## src/rtl/prbs_tx_pkg.sv

```systemverilog
package prbs_tx_pkg;
  typedef enum logic {MODE_PRBS = 1'b0, MODE_PAT = 1'b1} tx_mode_e;
  localparam int unsigned OFS_CTRL = 0;
  localparam int unsigned OFS_SEED = 1;
  localparam int unsigned OFS_PAT  = 2;
  localparam int unsigned CTRL_EN_BIT   = 0;
  localparam int unsigned CTRL_MODE_BIT = 1;
endpackage

```

## src/rtl/prbs_tx_regs.sv

```systemverilog
module prbs_tx_regs
  import prbs_tx_pkg::*;
#(
  parameter int unsigned ADDR_W = 8,
  parameter int unsigned DATA_W = 8,
  parameter int unsigned PAT_W  = 22
) (
  input  logic              clk_i,
  input  logic              rst_ni,
  input  logic              wr_en_i,
  input  logic [ADDR_W-1:0] wr_addr_i,
  input  logic [DATA_W-1:0] wr_data_i,
  output logic              en_o,
  output tx_mode_e          mode_o,
  output logic [PAT_W-1:0]  pat_o,
  output logic              seed_wr_o
);
  logic ctrl_wr;
  assign ctrl_wr   = wr_en_i && (wr_addr_i == ADDR_W'(OFS_CTRL));
  assign seed_wr_o = wr_en_i && (wr_addr_i == ADDR_W'(OFS_SEED));

  always_ff @(posedge clk_i or negedge rst_ni) begin
    if (!rst_ni) begin
      en_o   <= 1'b0;
      mode_o <= MODE_PRBS;
    end else if (ctrl_wr) begin
      en_o   <= wr_data_i[CTRL_EN_BIT];
      mode_o <= tx_mode_e'(wr_data_i[CTRL_MODE_BIT]);
    end
  end

  // pattern spread over consecutive byte addresses, LSB byte first
  always_ff @(posedge clk_i or negedge rst_ni) begin
    if (!rst_ni) begin
      pat_o <= '0;
    end else begin
      for (int b = 0; b < PAT_W; b++) begin
        if (wr_en_i && (wr_addr_i == ADDR_W'(OFS_PAT + b / DATA_W)))
          pat_o[b] <= wr_data_i[b % DATA_W];
      end
    end
  end
endmodule

```

## src/rtl/prbs_tx_lfsr.sv

```systemverilog
module prbs_tx_lfsr #(
  parameter int unsigned W   = 7,
  parameter int unsigned TAP = 6
) (
  input  logic         clk_i,
  input  logic         rst_ni,
  input  logic         load_i,
  input  logic [W-1:0] seed_i,
  input  logic         step_i,
  output logic [W-1:0] state_o,
  output logic         bit_o
);
  assign bit_o = state_o[W-1];

  always_ff @(posedge clk_i or negedge rst_ni) begin
    if (!rst_ni)
      state_o <= W'(1);
    else if (load_i)
      state_o <= (seed_i == '0) ? W'(1) : seed_i;
    else if (step_i)
      state_o <= {state_o[W-2:0], state_o[W-1] ^ state_o[TAP-1]};
  end
endmodule

```

## src/rtl/prbs_tx_pattern.sv

```systemverilog
module prbs_tx_pattern #(
  parameter int unsigned PAT_W = 22,
  localparam int unsigned IW   = $clog2(PAT_W)
) (
  input  logic             clk_i,
  input  logic             rst_ni,
  input  logic             restart_i,
  input  logic             step_i,
  input  logic [PAT_W-1:0] pat_i,
  output logic [IW-1:0]    idx_o,
  output logic             bit_o
);
  localparam logic [IW-1:0] TOP = IW'(PAT_W - 1);

  assign bit_o = pat_i[idx_o];

  always_ff @(posedge clk_i or negedge rst_ni) begin
    if (!rst_ni)
      idx_o <= TOP;
    else if (restart_i)
      idx_o <= TOP;
    else if (step_i)
      idx_o <= (idx_o == '0) ? TOP : idx_o - 1'b1;
  end
endmodule

```

## src/rtl/prbs_tx_trig_div.sv

```systemverilog
module prbs_tx_trig_div #(
  parameter int unsigned DIV = 16,
  localparam int unsigned CW = $clog2(DIV) - 1
) (
  input  logic clk_i,
  input  logic rst_ni,
  input  logic adv_i,
  output logic trig_o
);
  logic [CW-1:0] cnt_q;

  always_ff @(posedge clk_i or negedge rst_ni) begin
    if (!rst_ni) begin
      cnt_q  <= '0;
      trig_o <= 1'b0;
    end else if (adv_i) begin
      cnt_q <= cnt_q + 1'b1;
      if (&cnt_q) trig_o <= ~trig_o;
    end
  end
endmodule

```

## src/rtl/prbs_pattern_tx.sv

```systemverilog
module prbs_pattern_tx
  import prbs_tx_pkg::*;
#(
  parameter int unsigned ADDR_W   = 8,
  parameter int unsigned DATA_W   = 8,
  parameter int unsigned LFSR_W   = 7,
  parameter int unsigned LFSR_TAP = 6,
  parameter int unsigned PAT_W    = 22,
  parameter int unsigned TRIG_DIV = 16,
  localparam int unsigned IW      = $clog2(PAT_W)
) (
  input  logic              clk_i,
  input  logic              rst_ni,
  input  logic              tx_en_ni,
  input  logic              wr_en_i,
  input  logic [ADDR_W-1:0] wr_addr_i,
  input  logic [DATA_W-1:0] wr_data_i,
  output logic              data_o,
  output logic              trig_o
);
  logic              sw_en;
  tx_mode_e          mode;
  logic [PAT_W-1:0]  pat_q;
  logic              seed_wr;
  logic              run;
  logic              step;
  logic [LFSR_W-1:0] lfsr_q;
  logic              lfsr_bit;
  logic [IW-1:0]     pat_idx;
  logic              pat_bit;

  assign run  = ~tx_en_ni | sw_en;
  assign step = run & ~seed_wr;

  prbs_tx_regs #(.ADDR_W(ADDR_W), .DATA_W(DATA_W), .PAT_W(PAT_W)) u_regs (
    .clk_i, .rst_ni, .wr_en_i, .wr_addr_i, .wr_data_i,
    .en_o(sw_en), .mode_o(mode), .pat_o(pat_q), .seed_wr_o(seed_wr)
  );

  prbs_tx_lfsr #(.W(LFSR_W), .TAP(LFSR_TAP)) u_lfsr (
    .clk_i, .rst_ni, .load_i(seed_wr), .seed_i(wr_data_i[LFSR_W-1:0]),
    .step_i(step), .state_o(lfsr_q), .bit_o(lfsr_bit)
  );

  prbs_tx_pattern #(.PAT_W(PAT_W)) u_pat (
    .clk_i, .rst_ni, .restart_i(seed_wr), .step_i(step),
    .pat_i(pat_q), .idx_o(pat_idx), .bit_o(pat_bit)
  );

  prbs_tx_trig_div #(.DIV(TRIG_DIV)) u_trig (
    .clk_i, .rst_ni, .adv_i(run), .trig_o
  );

  always_ff @(posedge clk_i or negedge rst_ni) begin
    if (!rst_ni)   data_o <= 1'b0;
    else if (step) data_o <= (mode == MODE_PAT) ? pat_bit : lfsr_bit;
  end
endmodule

```

## config.mk

```make
export PLATFORM = sky130hd
export DESIGN_NAME = prbs_pattern_tx
export DESIGN_NICKNAME = d
export VERILOG_FILES = /design/src/rtl/prbs_tx_pkg.sv /design/src/rtl/prbs_tx_regs.sv /design/src/rtl/prbs_tx_lfsr.sv /design/src/rtl/prbs_tx_pattern.sv /design/src/rtl/prbs_tx_trig_div.sv /design/src/rtl/prbs_pattern_tx.sv
export SDC_FILE = /design/constraint.sdc
export NUM_CORES = 1
export LEC_CHECK = 0
export CAP_MARGIN = 10
export CELL_PAD_IN_SITES_DETAIL_PLACEMENT = 0
export CELL_PAD_IN_SITES_GLOBAL_PLACEMENT = 1
export CORE_MARGIN = 2
export CORE_UTILIZATION = 46
export DETAILED_ROUTE_END_ITERATION = 10
export PLACE_DENSITY = 0.77
export SYNTH_ARGS = -nofsm -noshare
export SYNTH_HDL_FRONTEND = slang
export SYNTH_HIERARCHICAL = 1
export SYNTH_SLANG_ARGS = --single-unit
```

## constraint.sdc

```tcl
create_clock -name clk_i -period 2.7 [get_ports clk_i]
set_input_delay 0.54 -clock clk_i [delete_from_list [all_inputs] [get_ports clk_i]]
set_output_delay 0.54 -clock clk_i [all_outputs]
set_load 0.01 [all_outputs]
```

### After elaboration in Yosys (flattened, before gate mapping)

Cells that the tools add are included.
W data, S select, Z words.

| storage, ports and cells | value |
|---|---|
| flip-flop bits (word level) | 41 |
| bits of input ports | 20 |
| output and inout port bits | 2 |
| word-level logic and storage cells | 42 |

| operators by class | value |
|---|---|
| add/sub/neg operators | 2 |
| magnitude comparators | 1 |
| eq/ne operators | 4 |
| mux-type cells | 9 |
| bitwise operators | 6 |
| reductions and logical operators | 10 |

Operators by type and width:

| operator | count |
|---|---|
| $mux W7 | 3 |
| $eq A8 B2 Y1 const B | 2 |
| $mux W5 | 3 |
| $eq A8 B1 Y1 const B | 1 |
| $eq A8 B3 Y1 const B | 1 |
| $logic_not A8 Y1 | 1 |
| $logic_not A7 Y1 | 1 |
| $lt A5 B6 Y1 const B | 1 |
| $bmux W1 S5 | 1 |
| $logic_and A1 B1 Y1 | 5 |
| $logic_not A5 Y1 | 1 |
| $sub A5 B1 Y5 const B | 1 |
| $reduce_and A4 Y1 | 1 |
| $add A3 B1 Y3 const B | 1 |
| $not A1 Y1 | 3 |
| $mux W1 | 2 |
| $reduce_bool A2 Y1 | 1 |
| $and A1 B1 Y1 | 1 |
| $or A1 B1 Y1 | 1 |
| $xor A1 B1 Y1 | 1 |

### Longest topological paths before layout

Gate-level depths: netlist (run 1).

| logic depth | value |
|---|---|
| word-level depth | 6 |
| mapped depth | 8 |
| mapped depth without buffers | 8 |

### By module

Netlist (run 1), hierarchy kept.

Modules (own cells, without submodules):

| module | times used | cells each | area an instance (um^2) | sequential area each (um^2) |
|---|---|---|---|---|
| prbs_tx_regs | 1 | 61 | 1006.0 | 600.6 |
| prbs_tx_pattern | 1 | 43 | 444.2 | 128.9 |
| prbs_tx_lfsr | 1 | 34 | 359.1 | 176.4 |
| prbs_tx_trig_div | 1 | 11 | 160.2 | 100.1 |
| prbs_pattern_tx | 1 | 5 | 82.6 | 25.0 |

### Worst setup path after synthesis (run 1)

No wires, ideal clock.

| path | value |
|---|---|
| path kind | register -> register |
| start point | register u_pat.idx_o[0] |
| end point | register data_o |
| setup time | 0.125 ns |
| arrival | 2.027 ns |
| required time | 2.575 ns |
| setup slack | 0.548 ns |
| stages on the path, launching flop included | 8 |
| path buffers | 1 |
| period minus slack after synthesis | 2.152 ns |
| cells stage by stage | dfstp_2 buf_4 mux4_2 mux2_2 nand3b_1 o41ai_1 mux2_4 mux2_4 |

| between the ends | value |
|---|---|
| word-level cells in the longest chain between the ends | 3 |

Ends and longest elaborated chain:

| element | RTL line | RTL |
|---|---|---|
| start, declared | prbs_tx_pattern.sv:10 | `output logic [IW-1:0] idx_o,` |
| start signal, assigned | prbs_tx_pattern.sv:23 | `idx_o <= (idx_o == '0) ? TOP : idx_o - 1'b1;` |
| $bmux W1 S5 | prbs_tx_pattern.sv:15 | `assign bit_o = pat_i[idx_o];` |
| $mux W1 (implied by the code) | prbs_tx_pattern.sv:15 |  |
| net pat_bit | prbs_pattern_tx.sv:30 | `logic pat_bit;` |
| $mux W1 | prbs_pattern_tx.sv:56 | `else if (step) data_o <= (mode == MODE_PAT) ? pat_bit : lfsr_bit;` |
| end signal, assigned | prbs_pattern_tx.sv:56 |  |
| end, declared | prbs_pattern_tx.sv:18 | `output logic data_o,` |

The timed path passes the listed nets, and every way through them passes these cells. The select of a mux whose other input is x is not followed.
A chain may end at the register's enable or synchronous reset.

### Worst setup path after layout (run 1)

Ends and elaborated chain as after synthesis.

==> results of run 1 <==
cells in the final DEF (no fill, tap or decap), types with 2 or more instances in the layout:
cell type,count
ha_1,2
o21ai_0,8
nand3b_1,2
dfstp_2,4
clkbuf_8,5
nand2b_1,2
xor2_1,3
mux2i_1,10
and3_1,2
a21oi_1,4
mux2_2,18
bufinv_16,2
mux4_2,4
clkdlybuf4s50_1,20
buf_4,2
nor3_1,5
nor2_1,2
inv_1,4
nand2_1,11
mux2_4,10
xnor2_1,3
dfrtp_1,37
nor4b_1,2
cell type report:
class                           count  area share (%)
Tap cell                           52            2.69
Clock buffer                        5            2.84
Multi-Input combinational cell    102            39.5
Sequential cell                    41            42.6
Clock inverter                      3            2.69
Inverter                            4           0.620
Timing Repair Buffer               23            9.09
sequential cells by signal, indices dropped and copies added, names as in the netlist:
signal	count
u_pat/idx_o	5
data_o	1
u_regs/en_o	1
u_trig/cnt_q	3
u_regs/pat_o	22
u_regs/mode_o	1
u_trig/trig_o	1
u_lfsr/state_o	7
layer usage:
metal	wire [um]	vias up	part of all wire, %
met4	65	0	1.6
met2	1950	31	48
met1	1910	644	47
met5	0	-	0
met3	159	8	3.9
li1	-	610	-
stage by stage:
step                      utilization [%]  instances  area, um^2  power, uW  setup WS [ps]
after global placement               52.9        222        2290       1340            300
after detailed placement             52.9        222        2290       1380            224
after CTS                            56.0        230        2420       1960            380
after floorplan                         -        153        2040       1210            548
final                                56.0        230        2420       1940            394
after global routing                 56.0        230        2420       2050            309
power groups by stage:
stage / registers, uW / clock network (uW) / logic, uW
floorplan: 870 / 0 / 335
global placement: 931 / 0 / 408
detailed placement: 944 / 0 / 431
CTS: 932 / 593 / 433
global route: 958 / 619 / 477
finish: 931 / 579 / 428
worst min path at each step:
| stage | endpoint | depth (start not counted) | slack, ps |
|---|---|---|---|
| 3_5_place_dp | u_trig/trig_o$_DFFE_PN0P_ | 1 | 470 |
| 4_1_cts | u_regs/pat_o[20]$_DFFE_PN0P_ | 1 | 400 |
| 5_1_grt | u_trig/cnt_q[0]$_DFFE_PN0P_ | 1 | 450 |
| 2_1_floorplan | data_o$_DFFE_PN0P_ | 0 | 240 |
| 6_report | u_trig/cnt_q[0]$_DFFE_PN0P_ | 1 | 370 |
| 3_3_place_gp | u_trig/cnt_q[2]$_DFFE_PN0P_ | 1 | 460 |
worst max-delay path, cell delays in order (launching register included):
cell and delay, ps:
dfstp_2 680, mux4_2 540, mux2_2 270, nand3b_1 90, o41ai_1 80, mux2_4 260, mux2_4 250
==> results by group, run 1 <==
Placed design
  • Post-DP HPWL: slightly above 3 mm
  • Port-buffer cells: 21
  • Routability cong.: 0.840

CTS
  • Cts repair resizes: 0
  • Worst-path clk slew: approximately 80 ps
  • Hold Buf Count CTS: 0
  • CTS tree: yes
  • Total CTS buffers: 5
  • Root buffer cell: clkbuf_8
  • CTS sink cnt: 41
  • Max clock buf depth: 2
  • Clk Latency, worst-skew pair: 290 ps
  • H-tree depth: 2
  • Number of setup buffers added after CTS: 0

Flow run
  • Total of max-cap violations: 0

Power and ir drop
  • Psw: 548 uW
  • Power per Cell Area: 800 mW/mm^2
  • Static Leak: 0.00111 uW
  • Combinational power share: roughly 22%
  • Clock share of power: 29.9%
  • Sequential power share: 48.1%
  • Switching Fraction: 28.3%
  • Maximum vdd ir drop: 0.305 mV
  • Internal power: 1390 uW

Setup path
  • Flop2flop setup slack: 390 ps
  • Setup crit start: u_pat/idx_o[0]$_DFFE_PN1P_
  • CP Capture Type: flop
  • Worst setup SP type: flop
  • Critical R2R Launch: u_pat/idx_o[0]$_DFFE_PN1P_
  • FF-to-FF path depth: 6
  • Worst setup endpoint: data_o$_DFFE_PN0P_
  • Crit Path Class: flop to flop
  • Critical Path AT: 2480 ps
  • Crit path required time: 2880 ps
  • Crit-path max FO: 9
  • Reg2Reg Capture Point: data_o$_DFFE_PN0P_

Die
  • Core ar.: 0.00432 mm^2
  • Die W: 70.7 um
  • Row cnt: 24
  • Die Ht: 70.7 um
  • Initial Utilization: a little under half
  • I/O Pins: 22
  • Die area: 0.00499 mm^2

GRT
  • All-Layer GR Usage: approximately 18%
  • GRT overflow: 0
  • GR Util met2: 28.3%
  • Met3 GRT Util: under 10%
  • First-pass GRT wire length: 6.95 mm
  • Number of antenna violations at the first check in global routing: 0
  • Met1 usage: 24.5%
  • Global routing's busiest layer: met2
  • Largest net degree at the start of global routing: 42
  • Number of global-route vias before repair: 1380

Logic synthesis
  • Syn Nets: 175
  • Syn Std Cell Area: 0.00204 mm^2
  • Post-Syn Instances: 153
  • Ys Warns: 6
  • Mean area per synthesized cell: 13.4 um^2

Timing
  • Hold Slack: 368 ps
  • Slew Limit Headroom: 40.8%
  • Worst Tran Pin Value: 888 ps
  • Unrepaired setup endpoints after global routing: false
  • Final period util: 85.4%
  • Final Hold Viols: 0
  • Setup_tns: 0 ps
  • Minimum clock period: 2310 ps
  • Fmax: approximately 430 MHz
  • Setup Viol. Count Final: 0
  • Max Clock Skew: approximately 4.7 ps
  • Final Max Tran Viols: 0

Route
  • Final ANT Viol Nets: 0
  • Drt first pass iters: 4
  • Total wire length: 4.08 mm
  • DRC violations left: 0
  • Via count: 1293
  • Vias/cell: 5.62
  • Wire per inst: 17.8 um
  • Initial drt markers: between 100 and 150

Layout
  • Layout cells sized above 1: 28.7%
  • Register area: 0.00103 mm^2
  • # diodes: 0
  • Area Growth Syn to Fin: 18.5%
  • Layout Nets: 199
  • Area of the multi-input gates: roughly 960 um^2
  • Filler Cells Inserted: 360

Hold path
  • Tightest Hold Check Type: input port to async pin

Run status
  • Outcome: finished, final reports clean
Note: power is estimated with default switching activity, not from simulation.
==> run 2, diff against run 1 <==
--- a/config.mk
+++ b/config.mk
@@ -10,6 +10,7 @@
 export CELL_PAD_IN_SITES_GLOBAL_PLACEMENT = 1
 export CORE_MARGIN = 2
 export CORE_UTILIZATION = 46
+export CTS_CLUSTER_DIAMETER = 150
 export DETAILED_ROUTE_END_ITERATION = 10
 export PLACE_DENSITY = 0.77
 export SYNTH_ARGS = -nofsm -noshare
==> results of run 2 <==
Final layout, timing and power as in run 1 (identical DEF).
==> run 3, diff against run 2 <==
--- a/config.mk
+++ b/config.mk
@@ -13,6 +13,7 @@
 export CTS_CLUSTER_DIAMETER = 150
 export DETAILED_ROUTE_END_ITERATION = 10
 export PLACE_DENSITY = 0.77
+export SLEW_MARGIN = 20
 export SYNTH_ARGS = -nofsm -noshare
 export SYNTH_HDL_FRONTEND = slang
 export SYNTH_HIERARCHICAL = 1
==> results of run 3 <==
Final layout, timing and power as in run 1 (identical DEF).
